### config.mk
export PLATFORM = sky130hd
export DESIGN_NAME = cpu_irq_mailbox
export DESIGN_NICKNAME = d
export VERILOG_FILES = /design/src/rtl/mbx_pkg.sv /design/src/rtl/mbx_decode.sv /design/src/rtl/mbx_slot.sv /design/src/rtl/mbx_rdmux.sv /design/src/rtl/cpu_irq_mailbox.sv
export SDC_FILE = /design/constraint.sdc
export NUM_CORES = 1
export LEC_CHECK = 0
export BUFFER_PORTS_ARGS = -buffer_cell sky130_fd_sc_hd__buf_2
export CAP_MARGIN = 20
export CORE_MARGIN = 5
export CORE_UTILIZATION = 54
export DETAILED_ROUTE_END_ITERATION = 10
export PLACE_DENSITY = 0.76
export SYNTH_ARGS = -nofsm -noshare
export SYNTH_HDL_FRONTEND = slang
export SYNTH_HIERARCHICAL = 1
export SYNTH_SLANG_ARGS = --single-unit
export TNS_END_PERCENT = 20
### constraint.sdc
create_clock -name clk -period 2.75 [get_ports clk]
set_clock_uncertainty 0.05 [all_clocks]
set_input_delay 0.275 -clock clk [delete_from_list [all_inputs] [get_ports clk]]
set_output_delay 0.275 -clock clk [all_outputs]
set_load 0.03 [all_outputs]
### src/rtl/mbx_pkg.sv
package mbx_pkg;
  localparam int ADDR_W   = 10;
  localparam int IDX_LSB  = 3;
  localparam int IDX_W    = 5;
  localparam int BUSY_BIT = 5;

  // region codes in reg_addr[9:8]
  localparam logic [1:0] RGN_DATA0 = 2'd0;
  localparam logic [1:0] RGN_DATA1 = 2'd1;
  localparam logic [1:0] RGN_STAT  = 2'd2;
  localparam logic [1:0] RGN_MISC  = 2'd3;

  // slot codes in reg_addr[7:3] inside the misc region
  localparam logic [IDX_W-1:0] MISC_SELF_D0   = 5'd0;
  localparam logic [IDX_W-1:0] MISC_SELF_D1   = 5'd1;
  localparam logic [IDX_W-1:0] MISC_SELF_STAT = 5'd2;
  localparam logic [IDX_W-1:0] MISC_VECTOR    = 5'd3;

  typedef enum logic [2:0] {
    KIND_NONE,
    KIND_D0,
    KIND_D1,
    KIND_STAT,
    KIND_VEC
  } reg_kind_e;
endpackage

### src/rtl/mbx_decode.sv
module mbx_decode
  import mbx_pkg::*;
#(
  parameter int NUM_CPUS = 4,
  localparam int CPU_W = (NUM_CPUS > 1) ? $clog2(NUM_CPUS) : 1
) (
  input  logic [ADDR_W-1:0] addr_i,
  input  logic [CPU_W-1:0]  self_i,
  output reg_kind_e         kind_o,
  output logic [CPU_W-1:0]  idx_o
);
  logic [1:0]       region;
  logic [IDX_W-1:0] field;
  logic             in_range;
  logic             unused_lsb;

  assign region     = addr_i[ADDR_W-1:ADDR_W-2];
  assign field      = addr_i[IDX_LSB+IDX_W-1:IDX_LSB];
  assign unused_lsb = ^addr_i[IDX_LSB-1:0];
  assign in_range   = (32'(field) < NUM_CPUS);

  always_comb begin
    kind_o = KIND_NONE;
    idx_o  = field[CPU_W-1:0];
    unique case (region)
      RGN_DATA0: if (in_range) kind_o = KIND_D0;
      RGN_DATA1: if (in_range) kind_o = KIND_D1;
      RGN_STAT:  if (in_range) kind_o = KIND_STAT;
      default: begin
        idx_o = self_i;
        case (field)
          MISC_SELF_D0:   kind_o = KIND_D0;
          MISC_SELF_D1:   kind_o = KIND_D1;
          MISC_SELF_STAT: kind_o = KIND_STAT;
          MISC_VECTOR:    kind_o = KIND_VEC;
          default:        kind_o = KIND_NONE;
        endcase
      end
    endcase
  end
endmodule

### src/rtl/mbx_slot.sv
module mbx_slot #(
  parameter int DATA_W = 64,
  parameter int SRC_W  = 5
) (
  input  logic              clk,
  input  logic              rst_n,
  input  logic              acc_i,
  input  logic [SRC_W-1:0]  src_i,
  input  logic [DATA_W-1:0] d0_i,
  input  logic [DATA_W-1:0] d1_i,
  input  logic              sw_we_i,
  input  logic              sw_busy_i,
  output logic              busy_o,
  output logic [SRC_W-1:0]  src_o,
  output logic [DATA_W-1:0] d0_o,
  output logic [DATA_W-1:0] d1_o
);
  always_ff @(posedge clk) begin
    if (!rst_n) begin
      busy_o <= 1'b0;
      src_o  <= '0;
      d0_o   <= '0;
      d1_o   <= '0;
    end else if (sw_we_i) begin
      busy_o <= sw_busy_i;
    end else if (acc_i) begin
      busy_o <= 1'b1;
      src_o  <= src_i;
      d0_o   <= d0_i;
      d1_o   <= d1_i;
    end
  end

  // the top must never offer a message to a slot being written by software
  assert_no_collision_R10: assert property (@(posedge clk) disable iff (!rst_n)
    !(acc_i && sw_we_i));

  // contents move only on an accept or a software write
  assert_refused_hold_R3: assert property (@(posedge clk) disable iff (!rst_n)
    (!acc_i && !sw_we_i) |=> ($stable(busy_o) && $stable(src_o) && $stable(d0_o) && $stable(d1_o)));

  assert_accept_latch_R4: assert property (@(posedge clk) disable iff (!rst_n)
    acc_i |=> (busy_o && src_o == $past(src_i) && d0_o == $past(d0_i) && d1_o == $past(d1_i)));

  assert_sw_busy_R7: assert property (@(posedge clk) disable iff (!rst_n)
    sw_we_i |=> (busy_o == $past(sw_busy_i) && $stable(src_o)));
endmodule

### src/rtl/mbx_rdmux.sv
module mbx_rdmux
  import mbx_pkg::*;
#(
  parameter int NUM_CPUS = 4,
  parameter int DATA_W   = 64,
  parameter int SRC_W    = 5,
  parameter int VEC_W    = 6,
  localparam int CPU_W = (NUM_CPUS > 1) ? $clog2(NUM_CPUS) : 1
) (
  input  reg_kind_e         kind_i,
  input  logic [CPU_W-1:0]  idx_i,
  input  logic [NUM_CPUS-1:0] busy_i,
  input  logic [SRC_W-1:0]  src_i [NUM_CPUS],
  input  logic [DATA_W-1:0] d0_i  [NUM_CPUS],
  input  logic [DATA_W-1:0] d1_i  [NUM_CPUS],
  input  logic [VEC_W-1:0]  vec_i,
  output logic [DATA_W-1:0] data_o
);
  logic [DATA_W-1:0] stat_word;

  always_comb begin
    stat_word = '0;
    stat_word[BUSY_BIT]    = busy_i[idx_i];
    stat_word[SRC_W-1:0]   = src_i[idx_i];
  end

  always_comb begin
    data_o = '0;
    case (kind_i)
      KIND_D0:   data_o = d0_i[idx_i];
      KIND_D1:   data_o = d1_i[idx_i];
      KIND_STAT: data_o = stat_word;
      KIND_VEC:  data_o[VEC_W-1:0] = vec_i;
      default:   data_o = '0;
    endcase
  end
endmodule

### src/rtl/cpu_irq_mailbox.sv
module cpu_irq_mailbox
  import mbx_pkg::*;
#(
  parameter int NUM_CPUS = 4,
  parameter int DATA_W   = 64,
  parameter int SRC_W    = 5,
  parameter int VEC_W    = 6,
  localparam int CPU_W = (NUM_CPUS > 1) ? $clog2(NUM_CPUS) : 1
) (
  input  logic              clk,
  input  logic              rst_n,
  input  logic              msg_valid,
  output logic              msg_ready,
  input  logic [CPU_W-1:0]  msg_cpu,
  input  logic [SRC_W-1:0]  msg_src,
  input  logic [DATA_W-1:0] msg_d0,
  input  logic [DATA_W-1:0] msg_d1,
  input  logic              reg_en,
  input  logic              reg_we,
  input  logic [ADDR_W-1:0] reg_addr,
  input  logic [CPU_W-1:0]  reg_cpu,
  input  logic [DATA_W-1:0] reg_wdata,
  output logic              reg_rvalid,
  output logic [DATA_W-1:0] reg_rdata,
  output logic              post_valid,
  output logic [CPU_W-1:0]  post_cpu,
  output logic [VEC_W-1:0]  post_vec
);
  reg_kind_e          kind;
  logic [CPU_W-1:0]   idx;
  logic               stat_we;
  logic               vec_we;
  logic               cpu_ok;
  logic               take;
  logic [VEC_W-1:0]   vec_q;
  logic [NUM_CPUS-1:0] busy_v;
  logic [SRC_W-1:0]   src_a [NUM_CPUS];
  logic [DATA_W-1:0]  d0_a  [NUM_CPUS];
  logic [DATA_W-1:0]  d1_a  [NUM_CPUS];
  logic [DATA_W-1:0]  rd_mux;
  logic               unused_wdata;

  assign unused_wdata = ^reg_wdata;

  mbx_decode #(.NUM_CPUS(NUM_CPUS)) u_dec (
    .addr_i (reg_addr),
    .self_i (reg_cpu),
    .kind_o (kind),
    .idx_o  (idx)
  );

  assign stat_we = reg_en && reg_we && (kind == KIND_STAT);
  assign vec_we  = reg_en && reg_we && (kind == KIND_VEC);
  assign cpu_ok  = (32'(msg_cpu) < NUM_CPUS);

  // software status write to the same CPU wins over an incoming message
  assign msg_ready = cpu_ok && !busy_v[msg_cpu] && !(stat_we && idx == msg_cpu);
  assign take      = msg_valid && msg_ready;

  for (genvar g = 0; g < NUM_CPUS; g++) begin : g_slot
    mbx_slot #(.DATA_W(DATA_W), .SRC_W(SRC_W)) u_slot (
      .clk       (clk),
      .rst_n     (rst_n),
      .acc_i     (take && msg_cpu == CPU_W'(g)),
      .src_i     (msg_src),
      .d0_i      (msg_d0),
      .d1_i      (msg_d1),
      .sw_we_i   (stat_we && idx == CPU_W'(g)),
      .sw_busy_i (reg_wdata[BUSY_BIT]),
      .busy_o    (busy_v[g]),
      .src_o     (src_a[g]),
      .d0_o      (d0_a[g]),
      .d1_o      (d1_a[g])
    );
  end

  mbx_rdmux #(.NUM_CPUS(NUM_CPUS), .DATA_W(DATA_W), .SRC_W(SRC_W), .VEC_W(VEC_W)) u_mux (
    .kind_i (kind),
    .idx_i  (idx),
    .busy_i (busy_v),
    .src_i  (src_a),
    .d0_i   (d0_a),
    .d1_i   (d1_a),
    .vec_i  (vec_q),
    .data_o (rd_mux)
  );

  always_ff @(posedge clk) begin
    if (!rst_n) begin
      vec_q      <= '0;
      post_valid <= 1'b0;
      post_cpu   <= '0;
      post_vec   <= '0;
      reg_rvalid <= 1'b0;
      reg_rdata  <= '0;
    end else begin
      if (vec_we) vec_q <= reg_wdata[VEC_W-1:0];
      post_valid <= take;
      if (take) begin
        post_cpu <= msg_cpu;
        post_vec <= vec_q;
      end
      reg_rvalid <= reg_en && !reg_we;
      if (reg_en && !reg_we) reg_rdata <= rd_mux;
    end
  end

  assert_refuse_busy_R2: assert property (@(posedge clk) disable iff (!rst_n)
    (msg_valid && cpu_ok && busy_v[msg_cpu]) |-> !msg_ready);

  assert_clear_wins_R10: assert property (@(posedge clk) disable iff (!rst_n)
    (stat_we && idx == msg_cpu) |-> !msg_ready);

  assert_post_pulse_R4: assert property (@(posedge clk) disable iff (!rst_n)
    (msg_valid && msg_ready) |=> (post_valid && post_cpu == $past(msg_cpu) && post_vec == $past(vec_q)));

  assert_post_only_on_accept_R4: assert property (@(posedge clk) disable iff (!rst_n)
    !(msg_valid && msg_ready) |=> !post_valid);

  assert_vec_write_R5: assert property (@(posedge clk) disable iff (!rst_n)
    vec_we |=> vec_q == $past(reg_wdata[VEC_W-1:0]));

  assert_read_latency_R11: assert property (@(posedge clk) disable iff (!rst_n)
    (reg_en && !reg_we) |=> reg_rvalid);
endmodule

Word level (Yosys, flattened, before mapping)
Cells that the tools add are included.

cells by class
  eq/ne operators = 16
  reduce and logical (&&, ||, !) cells = 31
  bitwise operators = 5
  muxes and demuxes = 29
  $lt $le $gt $ge = 4

operator list
  kind                                                        count
  binary-select mux 64 bit (select 2 bit)                     2
  two-way mux 64 bit                                          4
  one-hot mux 58 bit (2 select lines)                         1
  one-hot mux 6 bit (4 select lines)                          1
  logical AND 1 bit                                           15
  one-hot mux 3 bit (4 select lines)                          1
  two-way mux 1 bit                                           11
  binary-select mux 5 bit (select 2 bit)                      1
  equality test 2 bit, second input constant                  5
  equality test 5 x 2 -> 1 bit, second input constant         2
  two-way mux 5 bit                                           2
  one-hot mux 3 bit (3 select lines)                          1
  AND reduction 2 bit                                         4
  nonzero test 2 bit                                          4
  equality test 2 x 1 -> 1 bit, second input constant         3
  equality test 3 x 2 -> 1 bit, second input constant         2
  zero test 2 bit                                             3
  less-than comparator 2 x 3 -> 1 bit, second input constant  2
  two-way mux 2 bit                                           3
  equality test 5 x 1 -> 1 bit, second input constant         1
  zero test 5 bit                                             1
  less-than comparator 5 x 3 -> 1 bit, second input constant  1
  binary-select mux 1 bit (select 2 bit)                      2
  NOT 1 bit                                                   4
  7 further kinds                                             9

storage, ports and cells
  input bits = 216
  register bits after elaboration = 616
  word-level logic and storage cells = 107

Longest topological paths before layout
  depth after elaboration = 12
  mapped depth = 12
  gate-level depth less buffers = 8

By module
Netlist, hierarchy kept.

by module, submodules not included
  module           cells an instance  instances  area each (um2)  sequential area each (um2)
  mbx_slot         581                4          5328.9           2682.6
  mbx_rdmux        297                1          4031.4           0.0
  cpu_irq_mailbox  356                1          3078.0           1601.5
  mbx_decode       11                 1          86.3             0.0

Worst setup path after synthesis
Ideal clock, no wire load.

  path type = input to register
  start = input reg_addr[6]
  end = register g_slot[0].u_slot.d0_o[0]
  arrival = 2638 ps
  data required time = 2580 ps
  cell stages on the path = 12
  setup time = 120 ps
  setup slack = -57 ps
  path through = or3_4 -> a211oi_2 -> nand4_1 -> nor2_1 -> a211oi_4 -> buf_6 -> nor3b_1 -> nor2b_1 -> buf_4 -> buf_6 -> buf_6 -> mux2i_1

between the ends
  longest elaborated chain between the ends = 11
  elaborated cells on any way between the ends = 20

ends and longest elaborated chain
  element                                                            RTL line               source
  start: declaration                                                 cpu_irq_mailbox.sv:20  input logic [ADDR_W-1:0] reg_addr,
  less-than comparator 5 x 3 -> 1 bit, or another cell as far along  mbx_decode.sv:20       assign in_range = (32'(field) < NUM_CPUS);
  two-way mux 2 bit, or another cell as far along                    mbx_decode.sv:28       RGN_STAT: if (in_range) kind_o = KIND_STAT;
  one-hot mux 3 bit (3 select lines) (*)                             mbx_decode.sv:25       unique case (region)
  via kind[1]                                                        cpu_irq_mailbox.sv:29  reg_kind_e kind;
  equality test 3 x 2 -> 1 bit (*)                                   cpu_irq_mailbox.sv:52  assign stat_we = reg_en && reg_we && (kind == KIND_STAT);
  logical AND 1 bit (*)                                              cpu_irq_mailbox.sv:52
  logical AND 1 bit                                                  cpu_irq_mailbox.sv:57  assign msg_ready = cpu_ok && !busy_v[msg_cpu] && !(stat_we && idx == msg_cpu);
  zero test 1 bit                                                    cpu_irq_mailbox.sv:57
  logical AND 1 bit                                                  cpu_irq_mailbox.sv:57
  logical AND 1 bit                                                  cpu_irq_mailbox.sv:58  assign take = msg_valid && msg_ready;
  logical AND 1 bit                                                  cpu_irq_mailbox.sv:64  .acc_i (take && msg_cpu == CPU_W'(g)),
  AND reduction 2 bit (no line) (*)                                  --
  end signal: assignment                                             mbx_slot.sv:29         d0_o <= d0_i;
  end: declaration                                                   mbx_slot.sv:15         output logic [DATA_W-1:0] d0_o,

Mark *: on every way through the listed nets, which the timed path passes. The rest lies on a longest branch.
A chain may end at the register's enable or synchronous reset.

Worst setup path after layout
  start = register g_slot[3].u_slot.busy_o
  end = register g_slot[2].u_slot.d0_o[40]

between the ends
  longest elaborated chain between the ends = 7

ends and longest elaborated chain
  element                                  RTL line               source
  start: declaration                       mbx_slot.sv:13         output logic busy_o,
  start signal: assignment                 mbx_slot.sv:25         busy_o <= sw_busy_i;
  binary-select mux 1 bit (select 2 bit)   cpu_irq_mailbox.sv:57
  two-way mux 1 bit (not written as such)  cpu_irq_mailbox.sv:57
  zero test 1 bit                          cpu_irq_mailbox.sv:57
  logical AND 1 bit                        cpu_irq_mailbox.sv:57
  logical AND 1 bit                        cpu_irq_mailbox.sv:58
  logical AND 1 bit                        cpu_irq_mailbox.sv:64
  AND reduction 2 bit (no line)            --
  end signal: assignment                   mbx_slot.sv:29
  end: declaration                         mbx_slot.sv:15

Every way passes these cells. The select of a mux whose other input is x is not followed.

==> summary.md <==
| Metric | Value |
|---|---|
| Status | completed |
| Drt wl/cell | 18.6 microns |
| Startpoint Class | flip-flop |
| Fmax | 373 MHz |
| Num CTS Buffers | 67 |
| Post-synth top cells | nand2_1 (1217), dfxtp_1 (616), mux2i_1 (570) |
| Synth top area cells | dfxtp_1 (43%), mux2i_1 (20%), nand2_1 (16%), mux4_2 (9.6%), buf_2 (1.9%) |
| DP Wirelength | 47.3 mm |
| Pin count of the biggest net entering global routing | 158 |
| Placed cell count | 3750 |
| Pleak | 13.1 nW |
| First drt pass iteration count | 6 |
| Core Rows | 84 |
| Clock tree buffer depth | 3 |
| Worst rel slew slack | 45.1% |
| Post-place setup slack | -0.396 ns |
| Hold Worst Slack | 0.0467 ns |
| Congestion Overflow GR | 0 |
| Maximum vdd drop | 0.494 mV |
| Hold Crit Class | in2reg |
| Yosys warnings | 6 |
| Final ANT Viol Nets | 0 |
| Worst skew pair latency | 0.59 ns |
| Vias in the first global route | 22600 |
| Die area | 57500 sq um |
| Share of cells above drive strength 1 | 17.2% |
| Final Cycle Share | 97.5% |
| TritonCTS clock tree | done |
| Setup slack after layout | 0.0688 ns |
| Arrival time worst endpoint | 3.15 ns |
| Synth Cell Area | 28500 sq um |
| Yosys top cell by area | dfxtp_1 |
| Ports | 291 |
| RSZ-0062 raised after global routing | false |
| Clk sinks | 616 |
| Initial antenna violation count | 8 |
| Die span in x | 240 microns |
| First-pass GRT wire length | 119 mm |
| Endpoints failing setup | 0 |
| Fillcell total | 4010 |
| Max Slew Vio Count | 0 |
| Final WL | 74.9 mm |
| Critical path launch point | g_slot[3].u_slot/busy_o |
| Area grow syn2layout | 19.5% |
| Count leader, synth | nand2_1 |
| Die height | 240 microns |
| Initial DRC Count | 1531 |
| Core footprint | 52400 sq um |
| Layout Cells excl Fill | 4019 |
| Reg2Reg Depth | 6 |
| Final nets | 3490 |
| Worst Max-Slew Pin Slew | 0.824 ns |
| Final Hold Viols | 0 |
| Pwr dens | 604 nW/um^2 |
| Aggregate global-route resource usage | 25.6% |
| Finished Core Util | 64.9% |
| Via count | 22300 |
| Post-route setup TNS | 0 ns |
| Fraction of registers with async set/reset | 0% |
| Synthesized instance count | 2988 |
| # H-tree levels | 3 |
| Clk pin slew, worst setup/hold paths | 0.06 ns |
| Hold-critical path depth | 3 |
| Total power | 20.6 mW |
| Main synth FF type | dfxtp_1 |
| Max Fanout on Critical Path | 12 |
| CP Class | reg2reg |
| Register area share after synthesis | 43.3% |
| Syn Nets | 3204 |
| Seq cells post-synth | 616 |
| R2r startpoint | g_slot[3].u_slot/busy_o |
| CP Capture Type | flip-flop |
| Top-area cell type share of the netlist area | 43.3% |
| Req. time, crit path | 3.22 ns |
| DRC Markers | 0 |
| Final worst path period need | 2.68 ns |
| Global placement routability congestion | 0.795 |
| Vias/cell | 5.55 |
| Worst Hold Launch | rst_n |
| Maximum capacitance violations | 0 |
| Yosys cell types | 41 |
| Post-route cell area | 34100 sq um |
| Average cell area after synthesis | 9.54 sq um |
| Dpl cell area | 30400 sq um |
| Post-synth EDFFs | 0 |
| CTS root buf | clkbuf_16 |
| PortBufs | 229 |
| Starting Density | 54.4% |
==> worst max-delay path: stages, from the launching register on <==
cell and delay, ns:
dfxtp_1 0.33, mux4_2 0.53, a211oi_4 0.30, and3b_1 0.24, nor2b_4 0.54, buf_4 0.37, mux2i_1 0.24
==> registers in the layout (all words and copies together) (netlist names) <==
| name | flops |
|---|---|
| g_slot.u_slot/d0_o | 256 |
| post_vec | 6 |
| g_slot.u_slot/src_o | 20 |
| post_valid | 1 |
| g_slot.u_slot/busy_o | 4 |
| post_cpu | 2 |
| reg_rdata | 64 |
| reg_rvalid | 1 |
| g_slot.u_slot/d1_o | 256 |
| vec_q | 6 |
==> worst paths after layout <==
| path | to | slack [ns] |
|---|---|---|
| worst max-delay path | g_slot[2].u_slot/d0_o[40] | 0.07 |
| worst min-delay path | g_slot[0].u_slot/d1_o[55] | 0.05 |
| worst max register to register | g_slot[2].u_slot/d0_o[40] | 0.07 |
| worst min register to register | reg_rdata[59] | 0.40 |
==> cells in the final DEF (no fill, tap or decap), types with 15 or more instances in the layout <==
master and instances:
mux2i_1 570, mux4_2 122, clkbuf_1 15, nand2_1 1217, buf_12 47, dfxtp_1 616
buf_2 228, buf_4 51, a21boi_1 64, a22o_1 58, clkbuf_8 18, clkbuf_16 71
dlygate4sd3_1 140
==> cell families (layout without fill, tap and decap cells) <==
kind of cell / Yosys count / count (layout) / share of synthesized area (%)
AO/OA/AOI/OAI: 154 / 154 / 4.31
XOR/XNOR: 3 / 3 / 0.0922
buffers and inverters: 251 / 585 / 5.36
flip-flops: 616 / 616 / 43.3
multiplexers: 696 / 696 / 29.8
other: 0 / 9 / 0
AND/OR/NAND/NOR: 1268 / 1268 / 17.2
==> timing repair <==
| action | CTS | global route |
|---|---|---|
| hold endpoints to repair | 539 | 0 |
| endpoints found under the setup margin | 0 | 89 |
| setup buffers | 0 | 3 |
| hold buffers | 140 | 0 |
| gates resized for setup | 0 | 1 |
==> layout make-up <==
class | instances | area, sq um | share of cell area (%)
multi-input cells | 2121 | 14800 | 43.3
flip-flops and latches | 616 | 12300 | 36.2
repair buffers | 467 | 3880 | 11.4
clock buffers | 104 | 2080 | 6.11
well taps | 688 | 861 | 2.53
clock inverters | 13 | 125 | 0.367
diodes | 9 | 22.5 | 0.0661
inverters | 1 | 3.75 | 0.0110
==> power by group <==
group | internal (mW) | leakage (nW) | switching [mW] | total, mW
logic | 1.00 | 7.01 | 1.23 | 2.23
registers | 9.22 | 5.00 | 0.147 | 9.37
clock network | 5.38 | 1.09 | 3.58 | 8.96
==> layer usage <==
metal	global-route usage, %	up-vias	wire [microns]
li1	-	10700	-
met1	32.9	10800	31700
met2	42.5	697	35600
met3	5.57	165	5250
met4	9.44	0	2370
met5	0	-	0
No activity file was read; power rests on OpenSTA's default activity.
